**config.mk**
```make
export PLATFORM = sky130hd
export DESIGN_NAME = dbell_status
export DESIGN_NICKNAME = d
export VERILOG_FILES = /design/src/rtl/dbell_pkg.sv /design/src/rtl/dbell_gate.sv /design/src/rtl/dbell_wmask.sv /design/src/rtl/dbell_flags.sv /design/src/rtl/dbell_status.sv
export SDC_FILE = /design/constraint.sdc
export NUM_CORES = 1
export LEC_CHECK = 0
export BUFFER_PORTS_ARGS = -buffer_cell sky130_fd_sc_hd__buf_4
export CORE_MARGIN = 10
export CORE_UTILIZATION = 35
export DETAILED_ROUTE_END_ITERATION = 6
export PLACE_DENSITY = 0.77
export SLEW_MARGIN = 20
export SYNTH_ARGS = -nofsm -noshare
export SYNTH_HDL_FRONTEND = slang
export SYNTH_SLANG_ARGS = --single-unit
```
**constraint.sdc**
```tcl
create_clock -name clk -period 1.3 [get_ports clk]
set_clock_uncertainty 0.15 [all_clocks]
set_input_delay 0.13 -clock clk [delete_from_list [all_inputs] [get_ports clk]]
set_output_delay 0.13 -clock clk [all_outputs]
set_load 0.005 [all_outputs]
```
**src/rtl/dbell_pkg.sv**
```systemverilog
// Shared types for the doorbell status register.
// Assumes: nothing beyond the standard language.
package dbell_pkg;

    // Classification of the access presented in a cycle.
    typedef enum logic [1:0] {
        ACC_IDLE    = 2'd0,
        ACC_READ    = 2'd1,
        ACC_WRITE   = 2'd2,
        ACC_REFUSED = 2'd3
    } acc_kind_e;

endpackage

```
**src/rtl/dbell_gate.sv**
```systemverilog
// Facility gate: classifies an access as idle, read, write or refused.
// Assumes: gate inputs are stable for the whole access cycle.
module dbell_gate
    import dbell_pkg::*;
(
    input  logic      valid,
    input  logic      write,
    input  logic      hv_capable,
    input  logic      hv_state,
    input  logic      fac_enable,
    output acc_kind_e kind
);

    logic refuse;

    // Refuse only guest accesses on a hypervisor core with the facility off.
    always_comb begin
        refuse = hv_capable && !hv_state && !fac_enable;
        if (!valid)      kind = ACC_IDLE;
        else if (refuse) kind = ACC_REFUSED;
        else if (write)  kind = ACC_WRITE;
        else             kind = ACC_READ;
    end

endmodule

```
**src/rtl/dbell_wmask.sv**
```systemverilog
// Write decoder: turns write data into per-thread update enables and
// new values, and flags data bits that fall outside the visible width.
// Assumes: THREADS is a power of two, 1..8, and DATA_W > THREADS.
module dbell_wmask #(
    parameter int THREADS = 4,
    parameter int DATA_W  = 16,
    parameter int TID_W   = 2
) (
    input  logic               shared_mode,
    input  logic [TID_W-1:0]   tid,
    input  logic [DATA_W-1:0]  wdata,
    output logic [THREADS-1:0] upd,
    output logic [THREADS-1:0] nval,
    output logic               bad
);

    localparam logic [DATA_W-1:0] SHARED_MASK = DATA_W'((1 << THREADS) - 1);
    localparam logic [DATA_W-1:0] SINGLE_MASK = DATA_W'(1);

    logic [DATA_W-1:0] keep;

    // Choose the visible-bit mask from the mode; the rest is invalid.
    always_comb begin
        keep = shared_mode ? SHARED_MASK : SINGLE_MASK;
        bad  = |(wdata & ~keep);
    end

    // Per-thread enable and value: whole vector in shared mode, else own bit.
    for (genvar t = 0; t < THREADS; t++) begin : g_thr
        if (THREADS == 1) begin : g_one
            always_comb begin
                upd[t]  = 1'b1;
                nval[t] = wdata[0];
            end
        end else begin : g_many
            always_comb begin
                upd[t]  = shared_mode || (tid == TID_W'(t));
                nval[t] = shared_mode ? wdata[t] : wdata[0];
            end
        end
    end

endmodule

```
**src/rtl/dbell_flags.sv**
```systemverilog
// Flag bank: one pending bit per thread, updated under per-bit enables.
// Assumes: synchronous active-low reset clears every flag.
module dbell_flags #(
    parameter int THREADS = 4
) (
    input  logic               clk,
    input  logic               rst_n,
    input  logic               we,
    input  logic [THREADS-1:0] upd,
    input  logic [THREADS-1:0] nval,
    output logic [THREADS-1:0] pend
);

    // Each flag loads its new value only when written and enabled.
    for (genvar t = 0; t < THREADS; t++) begin : g_bit
        always_ff @(posedge clk) begin
            if (!rst_n)              pend[t] <= 1'b0;
            else if (we && upd[t])   pend[t] <= nval[t];
        end
    end

endmodule

```
**src/rtl/dbell_status.sv**
```systemverilog
// Core-level doorbell status register: gathers per-thread pending flags
// on read, scatters write data onto them, and gates access through a
// hypervisor facility check that raises a one-cycle fault on refusal.
// Assumes: THREADS power of two in 1..8, DATA_W > THREADS; read data is
// combinational from the current flags, writes land at the next edge.
module dbell_status
    import dbell_pkg::*;
#(
    parameter int          THREADS = 4,
    parameter int          DATA_W  = 16,
    parameter logic [3:0]  CAUSE   = 4'h2,
    localparam int         TID_W   = (THREADS > 1) ? $clog2(THREADS) : 1
) (
    input  logic               clk,
    input  logic               rst_n,
    input  logic               shared_mode,
    input  logic               hv_capable,
    input  logic               hv_state,
    input  logic               fac_enable,
    input  logic               acc_valid,
    input  logic               acc_write,
    input  logic [TID_W-1:0]   acc_tid,
    input  logic [DATA_W-1:0]  acc_wdata,
    output logic [DATA_W-1:0]  rd_data,
    output logic [THREADS-1:0] pend_o,
    output logic               fault_o,
    output logic [3:0]         fault_cause_o,
    output logic               cause_clr_o,
    output logic               wr_err_o
);

    acc_kind_e          kind;
    logic [THREADS-1:0] upd;
    logic [THREADS-1:0] nval;
    logic               bad;
    logic               own_flag;

    dbell_gate u_gate (
        .valid      (acc_valid),
        .write      (acc_write),
        .hv_capable (hv_capable),
        .hv_state   (hv_state),
        .fac_enable (fac_enable),
        .kind       (kind)
    );

    dbell_wmask #(
        .THREADS (THREADS),
        .DATA_W  (DATA_W),
        .TID_W   (TID_W)
    ) u_wmask (
        .shared_mode (shared_mode),
        .tid         (acc_tid),
        .wdata       (acc_wdata),
        .upd         (upd),
        .nval        (nval),
        .bad         (bad)
    );

    dbell_flags #(
        .THREADS (THREADS)
    ) u_flags (
        .clk   (clk),
        .rst_n (rst_n),
        .we    (kind == ACC_WRITE),
        .upd   (upd),
        .nval  (nval),
        .pend  (pend_o)
    );

    // Pick the accessing thread's own flag for the one-thread view.
    if (THREADS == 1) begin : g_own1
        assign own_flag = pend_o[0];
    end else begin : g_ownn
        assign own_flag = pend_o[acc_tid];
    end

    // Assemble read data: whole vector when shared, own flag otherwise.
    always_comb begin
        rd_data = '0;
        if (kind == ACC_READ) begin
            if (shared_mode) rd_data[THREADS-1:0] = pend_o;
            else             rd_data[0] = own_flag;
        end
    end

    // Register the fault and error events as one-cycle pulses.
    always_ff @(posedge clk) begin
        if (!rst_n) begin
            fault_o       <= 1'b0;
            fault_cause_o <= 4'h0;
            cause_clr_o   <= 1'b0;
            wr_err_o      <= 1'b0;
        end else begin
            fault_o       <= (kind == ACC_REFUSED);
            fault_cause_o <= (kind == ACC_REFUSED) ? CAUSE : 4'h0;
            cause_clr_o   <= (kind == ACC_REFUSED);
            wr_err_o      <= (kind == ACC_WRITE) && bad;
        end
    end

endmodule

```
==> results of run 1 <==
[placed cells by master (no fill, tap or decap), drive strengths merged, types with 2 or more instances in the layout]
| cell type | synthesis | layout |
|---|---|---|
| conb | 1 | 15 |
| mux2i | 4 | 4 |
| dfxtp | 6 | 6 |
| mux2 | 2 | 2 |
| nand2 | 6 | 6 |
| and3 | 2 | 2 |
| clkbuf | 0 | 3 |
| buf | 19 | 42 |
| o2111ai | 3 | 3 |
| nor2b | 2 | 2 |
| nor4 | 3 | 3 |
| and2 | 3 | 3 |
| nor3b | 2 | 2 |
[worst register-to-register path, cell delays in order (launching register included)]
cell and delay, ns:
dfxtp_1 0.30, buf_4 0.14, o31ai_1 0.06, a21boi_1 0.09
[metal layers]
layer	part of all wire	wire, µm	vias up	global-route usage
li1	-	-	297	-
met1	0.37	668	269	0.102
met2	0.43	773	44	0.143
met3	0.18	326	2	0.0678
met4	0.0084	15	0	0.0577
met5	0	0	-	0
[worst max path at each step]
stage,from,endpoint,cells past startpoint
after CTS,u_flags.pend[1]$_SDFFE_PN0P_,rd_data[0],4
after global routing,u_flags.pend[3]$_SDFFE_PN0P_,rd_data[0],4
after global placement,hv_state,rd_data[1],5
after detailed placement,hv_state,rd_data[1],5
after floorplan,hv_state,rd_data[1],3
final,u_flags.pend[1]$_SDFFE_PN0P_,rd_data[0],4
[layout make-up]
class / instances / area share
Multi-Input combinational cell: 55 / 0.420
Timing Repair Buffer: 42 / 0.387
Clock buffer: 3 / 0.0258
Inverter: 1 / 0.00430
Sequential cell: 6 / 0.139
Tap cell: 16 / 0.0230
[synthesized netlist by cell type (all sizes together)]
cell type,instances
or3b,1
or4,1
nor2,1
and3,2
nand2,6
a21oi,1
and4b,1
and2,3
inv,1
nor3b,2
nor4,3
o221a,1
o2111ai,3
conb,1
o21ba,1
a21boi,1
nor2b,2
o311ai,1
mux2i,4
buf,19
a22oi,1
o41ai,1
mux2,2
nor3,1
o31ai,1
dfxtp,6
[metrics by stage]
stage	cells	cell area (µm²)	hold WS [ns]	util
after CTS	123	860	0.00419	0.564
final	123	872	0.00992	0.572
after global routing	123	872	0.0279	0.572
after detailed placement	119	808	0.262	0.530
after floorplan	81	619	0.116	-
after global placement	119	808	0.257	0.530
[kinds of logic after synthesis]
| logic type | after synthesis |
|---|---|
| AND/OR/NAND/NOR | 23 |
| multiplexers | 6 |
| buffers and inverters | 20 |
| flip-flops | 6 |
| other | 1 |
| AO/OA/AOI/OAI | 11 |
[state kept, by name, indices dropped and copies added (netlist names)]
signal,cells
fault_cause_o,1
u_flags.pend,4
wr_err_o,1
[power breakdown]
group          leakage (nW)  internal (mW)  total (mW)  switching [mW]
logic                 0.382          0.101       0.171          0.0700
clock network        0.0138          0.104       0.168          0.0639
registers            0.0493          0.192       0.196         0.00419
[repair_timing]
| item | in CTS | in global routing |
|---|---|---|
| setup buffers | 1 | 0 |
| resized for setup | 7 | 4 |
| pin swaps | 6 | 3 |
| endpoints found under the hold margin | 0 | 0 |
| endpoints found under the setup margin | 4 | 4 |
==> metrics.yaml, run 1 <==
run_status:
  status: "finished, violations left"
  failed_checks: "setup timing"
synth:
  yosys.area.top_type_share: 0.238
  synthMuxAreaShare: 0.110
  ys_types: 30
  synth_compound_area_frac: 0.163
  synth_top_family_by_area: "simple AND/OR/NAND/NOR gates"
  synth_area_leader_cell: "buf_4"
  synth.cell_area_um2: 567
  synth_cells: 67
  ys_warn_count: 0
  yosys.area_share.simple: 0.256
  synthAdderAreaFrac: 0
  yosys.area_share.xor_xnor: 0
  avgSynthCellArea_um2: 8.46
  yosysSeqAreaShare: 0.212
  ys_seq_elements: 6
  synthTopCellsByArea: "buf_4 24%, dfxtp_1 21%, mux2i_1 7.1%"
final_layout:
  ff_latch_area_um2: 121
  final_layout_size_suffix_gt1_frac: 0.542
  multiInputGateArea_um2: 367
  filler_cell_count: 157
  areaGrowthSynthToFinish_pct: 53.9
  nets: 135
  n_antenna_cell: 0
grt:
  antenna_found_initial: 0
  grt_max_degree: 11
  overflow: 0
  grt_pass1_wl_um: 2820
  grt.total_usage: 0.0982
  grt_pass1_vias: 673
detailed_routing:
  firstDrtPassIters: 2
  vias: 612
  drt_wl_total_um: 1780
  drtIter0Drc: 4
  wl_per_cell_um: 14.5
  routed_via_density: 4.98
  antenna_left: 0
  drc: 0
clock_tree:
  cts_buffers: 3
  clockBufferDepth: 2
  worstSkewPairLatency_ns: 0.24
  clkSlewWorstSetupHoldPaths_ns: 0.04
  ctsHtreeMaxLevel: 1
  cts_tree: "built"
  postCtsHoldBufs: 0
  cts_root_buffer: "clkbuf_4"
  cts.sinks: 6
die:
  die_h_um: 60.2
  rows: 14
  die_area_um2: 3630
  ioPinCount: 53
  start_util: 0.372
  core_area_um2: 1520
  die_w_um: 60.2
sta:
  final_max_slew_viol_count: 0
  finalSetupTns_ns: -0.382
  finalCritPeriodShare: 1.10
  setup_slack_ns: -0.127
  max_freq_mhz: 701
  rsz0062_at_grt: "yes"
  hold_violations: 0
  fin_crit_ns: 1.43
  setup_viol: 4
placed_design:
  gp_congestion: 0.816
  io_buffers: 37
  post-dp-hpwl_um: 1590
  post-place-ws_ns: -0.175
critical_path:
  critPathMaxFanout: 2
  start_kind: "register"
  critPathCaptureType: "output pin"
  rrSetupSlack_ns: 0.45
  slowest_delay_ns: 0.31
  crit_type: "reg2out"
  crit_required_ns: 1.02
  arrival_ns: 1.15
  path_buf_inv: 1
  r2r-start: "u_flags.pend[3]$_SDFFE_PN0P_"
  critPathSlowestCell: "dfxtp_2"
  worst_r2r_path_depth: 3
  r2r-end: "u_flags.pend[3]$_SDFFE_PN0P_"
  critPathTopFamily: "compound AO/OA/AOI/OAI gates"
  worstPathCellList: "mux2i_1, a22oi_1, o221a_2, buf_6"
hold_path:
  min_to: "u_flags.pend[0]$_SDFFE_PN0P_"
  hp-start: "acc_wdata[0]"
  hold_path_depth: 3
  hold_path.class: "in2reg"
power:
  ir_drop_uv: 292
  p_per_area_nw_per_um2: 613
  leakagePower_nw: 0.445
  p_total_mw: 0.535
flow_run:
  max-cap-violations: 0
(Power assumes the default switching activity.)
==> run 2: changes to the inputs <==
Settings changed: BUFFER_PORTS_ARGS -buffer_cell sky130_fd_sc_hd__buf_4 to default, CORE_AREA from default to 10 10 47 49, CORE_MARGIN 10 to default, CORE_UTILIZATION 35 to default, CTS_CLUSTER_DIAMETER from default to 80, DIE_AREA from default to 0 0 57 59, DONT_BUFFER_PORTS from default to 1, PLACE_DENSITY 0.77 to default.
==> run 2 against run 1 <==
Effect of this change:
- highest routed layer unchanged
- the flow still finishes with violations (setup timing)
- first-iteration DRC count fell by 25%
- hold slack about the same
- non-clock buffer count shrank 30
- critical path depth shrank 1
==> metrics.yaml, run 2 (synthesized netlist as in run 1, its figures left out) <==
placed_design:
  gp_congestion: 0.769  # was 0.816
  io_buffers: 0  # was 37
  post-place-ws_ns: 0.0441  # was -0.175 ns
  post-dp-hpwl_um: 1310  # was 1590 µm
run_status:
  status: "finished, violations left"  # unchanged
  failed_checks: "setup timing"  # unchanged
critical_path:
  r2r-end: "u_flags.pend[0]$_SDFFE_PN0P_"  # was u_flags.pend[3]$_SDFFE_PN0P_
  slowest_delay_ns: 0.30  # was 0.31 ns
  critPathCaptureType: "output pin"  # unchanged
  rrSetupSlack_ns: 0.43  # was 0.45 ns
  critPathMaxFanout: 2  # unchanged
  worst_r2r_path_depth: 2  # was 3
  crit_type: "reg2out"  # unchanged
  critPathSlowestCell: "dfxtp_1"  # was dfxtp_2
  crit_required_ns: 1.02  # about the same
  arrival_ns: 1.06  # was 1.15 ns
  start_kind: "register"  # unchanged
  worstPathCellList: "mux2i_1, a22oi_1, o221a_2"  # was mux2i_1, a22oi_1, o221a_2, buf_6
  r2r-start: "u_flags.pend[0]$_SDFFE_PN0P_"  # was u_flags.pend[3]$_SDFFE_PN0P_
sta:
  setup_slack_ns: -0.0373  # was -0.127 ns
  final_max_slew_viol_count: 0  # unchanged
  setup_viol: 1  # was 4
  finalCritPeriodShare: 1.03  # was 1.10
  finalSetupTns_ns: -0.0373  # was -0.382 ns
  fin_crit_ns: 1.34  # was 1.43 ns
  max_freq_mhz: 748  # was 701 MHz
  hold_violations: 0  # unchanged
  rsz0062_at_grt: "yes"  # unchanged
detailed_routing:
  drt_wl_total_um: 1630  # was 1780 µm
  vias: 483  # was 612
  routed_via_density: 5.19  # was 4.98
  drc: 0  # unchanged
  firstDrtPassIters: 3  # was 2
  drtIter0Drc: 3  # was 4
  wl_per_cell_um: 17.5  # was 14.5 µm
  antenna_left: 0  # unchanged
die:
  die_w_um: 57  # was 60.2 µm
  die_area_um2: 3360  # was 3630 µm²
  ioPinCount: 53  # unchanged
  rows: 14  # unchanged
  start_util: 0.404  # was 0.372
  core_area_um2: 1400  # was 1520 µm²
  die_h_um: 59  # was 60.2 µm
final_layout:
  final_layout_size_suffix_gt1_frac: 0.208  # was 0.542
  filler_cell_count: 151  # was 157
  mostFrequentLayoutCell: "conb_1"  # was buf_4
  largest_reg_flops: 4  # unchanged
  areaGrowthSynthToFinish_pct: 15.2  # was 53.9%
  largest_registers: "u_flags.pend: 4 flops, fault_cause_o: 1 flops, wr_err_o: 1 flops"  # unchanged
  n_antenna_cell: 0  # unchanged
  nets: 105  # was 135
  top_register: "u_flags.pend"  # unchanged
  layout_common_cells: "15 x conb_1, 10 x dlygate4sd3_1, 5 x nand2_1, 5 x dfxtp_1, 4 x mux2i_1"  # was 36 x buf_4, 15 x conb_1, 6 x buf_6, 5 x nand2_1, 5 x dfxtp_1
  fin_util: 0.466  # was 0.572
clock_tree:
  cts_tree: "built"  # unchanged
  worstSkewPairLatency_ns: 0.25  # was 0.24 ns
  ctsHtreeMaxLevel: 1  # unchanged
  clkSlewWorstSetupHoldPaths_ns: 0.05  # was 0.04 ns
  cts_buffers: 3  # unchanged
  cts.sinks: 6  # unchanged
  cts_root_buffer: "clkbuf_4"  # unchanged
  clockBufferDepth: 2  # unchanged
  cts_setup_buffers: 0  # was 1
flow_run:
  max-cap-violations: 0  # unchanged
grt:
  antenna_found_initial: 0  # unchanged
  grt_max_degree: 11  # unchanged
  grt_pass1_vias: 543  # was 673
  overflow: 0  # unchanged
  grt_pass1_wl_um: 2480  # was 2820 µm
  grt.total_usage: 0.0902  # was 0.0982
hold_path:
  hold_path.class: "in2reg"  # unchanged
  min_to: "wr_err_o$_SDFF_PN0_"  # was u_flags.pend[0]$_SDFFE_PN0P_
  hp-start: "acc_wdata[9]"  # was acc_wdata[0]
  hold_path_depth: 3  # unchanged
power:
  leakagePower_nw: 0.283  # was 0.445 nW
  p_per_area_nw_per_um2: 727  # was 613 nW/µm²
  ir_drop_uv: 284  # was 292 µV
## run 2: cell types whose count changed in the layout (fill, tap and decap cells not counted), sizes merged
| cell | delta |
|---|---|
| buf | -40 |
| dlygate4sd3 | +10 |
## run 2: critical path: cells and delay by family, from the launching register on
family | cells | cell delay [ns]
muxes | 1 | 0.13
DFF | 1 | 0.30
AOI/OAI and AO/OA | 2 | 0.38
## run 2: area by class of cell
class / instances / area, µm² / share of cell area
Multi-Input combinational cell: 55 / 370 / 0.567
Sequential cell: 6 / 121 / 0.186
Timing Repair Buffer: 12 / 115 / 0.176
Clock buffer: 3 / 22.5 / 0.0345
Tap cell: 16 / 20.0 / 0.0307
Inverter: 1 / 3.75 / 0.00575
## run 2: metal layers
| metal | part of all wire | vias up | global-route usage |
|---|---|---|---|
| li1 | - | 236 | - |
| met2 | 0.44 | 36 | 0.138 |
| met1 | 0.36 | 207 | 0.0828 |
| met4 | 0.023 | 0 | 0.0705 |
| met3 | 0.17 | 4 | 0.0622 |
| met5 | 0 | - | 0 |
## run 2: through the flow
stage               hold slack (ns)  power (mW)  instance area (µm²)  cells
finish                       0.0101       0.475                  653     93
global route                 0.0129       0.506                  653     93
CTS                          0.0125       0.475                  639     93
detailed placement            0.134       0.267                  515     80
global placement              0.131       0.266                  515     80
floorplan                     0.116       0.296                  619     81
## run 2: report_power, final
part           internal, mW  switching, mW
registers             0.192        0.00506
clock network         0.105         0.0714
logic                0.0547         0.0474
total                 0.351          0.124
## run 2: worst max path at each step
stage                                            start         end  slack, ns  cells past startpoint
after floorplan                               hv_state  rd_data[1]       0.11                      3
after CTS                 u_flags.pend[2]$_SDFFE_PN0P_  rd_data[0]      -0.05                      3
final                     u_flags.pend[3]$_SDFFE_PN0P_  rd_data[0]      -0.04                      3
after global placement                        hv_state  rd_data[3]       0.07                      3
after detailed placement                      hv_state  rd_data[3]       0.04                      3
after global routing      u_flags.pend[3]$_SDFFE_PN0P_  rd_data[0]      -0.09                      3
## run 2: what timing repair did
action | in CTS | in global routing
endpoints found under the setup margin | 1 | 3
pin swaps | 0 | 2
hold buffers | 10 | 0
hold endpoints to repair | 6 | 0
gates resized for setup | 1 | 2
==> run 3: changes to the inputs <==
Settings changed: SETUP_SLACK_MARGIN from default to 0.15.
==> run 3 against run 2 <==
Effect of this change:
- the flow still finishes with violations (setup timing)
- non-clock buffer count down 4
- die area is the same
- fmax is 1.7% lower
- via count is 1.7% lower
- global-route usage is 0.61 points lower
- setup slack worse by 0.023 ns
- first-iteration DRC count rose by 100%
- flip-flop and latch count is the same
- hold slack got worse by 0.0083 ns
- register-to-register slack barely moved
- combinational power decreased by 12%
- largest cell class unchanged
- largest power group unchanged
- highest routed layer unchanged
==> metrics.yaml, run 3 (synthesized netlist as in run 1, its figures left out) <==
run_status:
  status: "finished, violations left"  # unchanged
  failed_checks: "setup timing"  # unchanged
final_layout:
  areaGrowthSynthToFinish_pct: 7.73  # was 15.2%
  final_layout_size_suffix_gt1_frac: 0.274  # was 0.208
  layout_common_cells: "15 x conb_1, 5 x nand2_1, 4 x mux2i_1, 4 x dfxtp_1, 4 x dlygate4sd3_1"  # was 15 x conb_1, 10 x dlygate4sd3_1, 5 x nand2_1, 5 x dfxtp_1, 4 x mux2i_1
  n_antenna_cell: 0  # unchanged
  mostFrequentLayoutCell: "conb_1"  # unchanged
  fin_util: 0.436  # was 0.466
  largest_registers: "u_flags.pend: 4 flops, fault_cause_o: 1 flops, wr_err_o: 1 flops"  # unchanged
  nets: 101  # was 105
  largest_reg_flops: 4  # unchanged
  top_register: "u_flags.pend"  # unchanged
clock_tree:
  ctsHtreeMaxLevel: 1  # unchanged
  cts.sinks: 6  # unchanged
  cts_buffers: 3  # unchanged
  clockBufferDepth: 2  # unchanged
  clkSlewWorstSetupHoldPaths_ns: 0.05  # about the same
  cts_root_buffer: "clkbuf_4"  # unchanged
  cts_tree: "built"  # unchanged
  worstSkewPairLatency_ns: 0.24  # was 0.25 ns
grt:
  grt_pass1_wl_um: 2390  # was 2480 µm
  grt_max_degree: 11  # unchanged
  grt_pass1_vias: 522  # was 543
  grt.total_usage: 0.0841  # was 0.0902
  overflow: 0  # unchanged
  antenna_found_initial: 0  # unchanged
sta:
  setup_slack_ns: -0.0603  # was -0.0373 ns
  hold_slack_ns: 0.00182  # was 0.0101 ns
  finalCritPeriodShare: 1.05  # was 1.03
  hold_violations: 0  # unchanged
  setup_viol: 1  # unchanged
  max_freq_mhz: 735  # was 748 MHz
  final_max_slew_viol_count: 0  # unchanged
  fin_crit_ns: 1.36  # was 1.34 ns
  rsz0062_at_grt: "yes"  # unchanged
critical_path:
  arrival_ns: 1.08  # was 1.06 ns
  start_kind: "register"  # unchanged
  critPathSlowestCell: "dfxtp_2"  # was dfxtp_1
  critPathMaxFanout: 3  # was 2
  crit_type: "reg2out"  # unchanged
  path_buf_inv: 0  # unchanged
  crit_required_ns: 1.02  # about the same
  critPathCaptureType: "output pin"  # unchanged
  critPathTopFamily: "compound AO/OA/AOI/OAI gates"  # unchanged
  slowest_delay_ns: 0.33  # was 0.30 ns
  rrSetupSlack_ns: 0.43  # about the same
  worstPathCellList: "mux2i_1, a22oi_1, o221a_2"  # unchanged
detailed_routing:
  drtIter0Drc: 6  # was 3
  antenna_left: 0  # unchanged
  vias: 475  # was 483
  wl_per_cell_um: 17.6  # was 17.5 µm
  drt_wl_total_um: 1560  # was 1630 µm
  drc: 0  # unchanged
  routed_via_density: 5.34  # was 5.19
  firstDrtPassIters: 4  # was 3
hold_path:
  hold_path.class: "in2reg"  # unchanged
die:
  ioPinCount: 53  # unchanged
  die_h_um: 59  # unchanged
  die_w_um: 57  # unchanged
  rows: 14  # unchanged
  die_area_um2: 3360  # unchanged
  core_area_um2: 1400  # unchanged
  start_util: 0.404  # unchanged
power:
  ir_drop_uv: 276  # was 284 µV
  leakagePower_nw: 0.273  # was 0.283 nW
  p_per_area_nw_per_um2: 751  # was 727 nW/µm²
flow_run:
  max-cap-violations: 0  # unchanged
placed_design:
  io_buffers: 0  # unchanged
  post-dp-hpwl_um: 1310  # about the same
  gp_congestion: 0.697  # was 0.769
  post-place-ws_ns: 0.0885  # was 0.0441 ns
==> run 3: area by class of cell <==
type | instances | area (µm²)
timing repair buffer | 8 | 75.1
clock buffer | 3 | 22.5
inverter | 1 | 3.75
sequential | 6 | 123
tap | 16 | 20.0
fill | 141 | 791
multi-input combinational | 55 | 367
==> run 3: worst paths after layout <==
path	start	endpoint	cells after the start
max	u_flags.pend[1]$_SDFFE_PN0P_	rd_data[0]	3
min	acc_tid[1]	u_flags.pend[0]$_SDFFE_PN0P_	2
max reg2reg	u_flags.pend[3]$_SDFFE_PN0P_	u_flags.pend[3]$_SDFFE_PN0P_	3
min reg2reg	u_flags.pend[2]$_SDFFE_PN0P_	u_flags.pend[2]$_SDFFE_PN0P_	2
==> run 3: per-stage QoR <==
step	power [mW]	setup TNS, ns	area [µm²]	cells
after floorplan	0.298	0	629	81
after global placement	0.269	0	526	80
after detailed placement	0.269	0	526	80
after CTS	0.464	-0.0713	608	89
after global routing	0.484	-0.116	611	89
final	0.459	-0.0603	611	89
==> run 3: what timing repair did <==
action,CTS,global route
setup buffers,1,0
resized for setup,2,1
endpoints found under the hold margin,6,0
endpoints found under the setup margin,4,5
hold buffers,5,0
pin swaps,1,1
==> run 3: worst register-to-register path: cells and delay by family, from the launching register on <==
family,cells,cell delay [ns]
compound gates,2,0.19
buf+inv,1,0.13
flops,1,0.33
==> run 3: power breakdown <==
| group | switching [mW] | total, mW | internal (mW) |
|---|---|---|---|
| Sequential | 0.00605 | 0.198 | 0.192 |
| Clock | 0.0667 | 0.171 | 0.104 |
| Combinational | 0.0428 | 0.0895 | 0.0466 |
==> run 3: layer usage <==
layer	vias to the layer above	global-route usage	part of all wire
met1	213	0.0887	0.40
met4	0	0.0403	0.020
met3	2	0.0386	0.13
li1	226	-	-
met2	34	0.140	0.45
met5	-	0	0
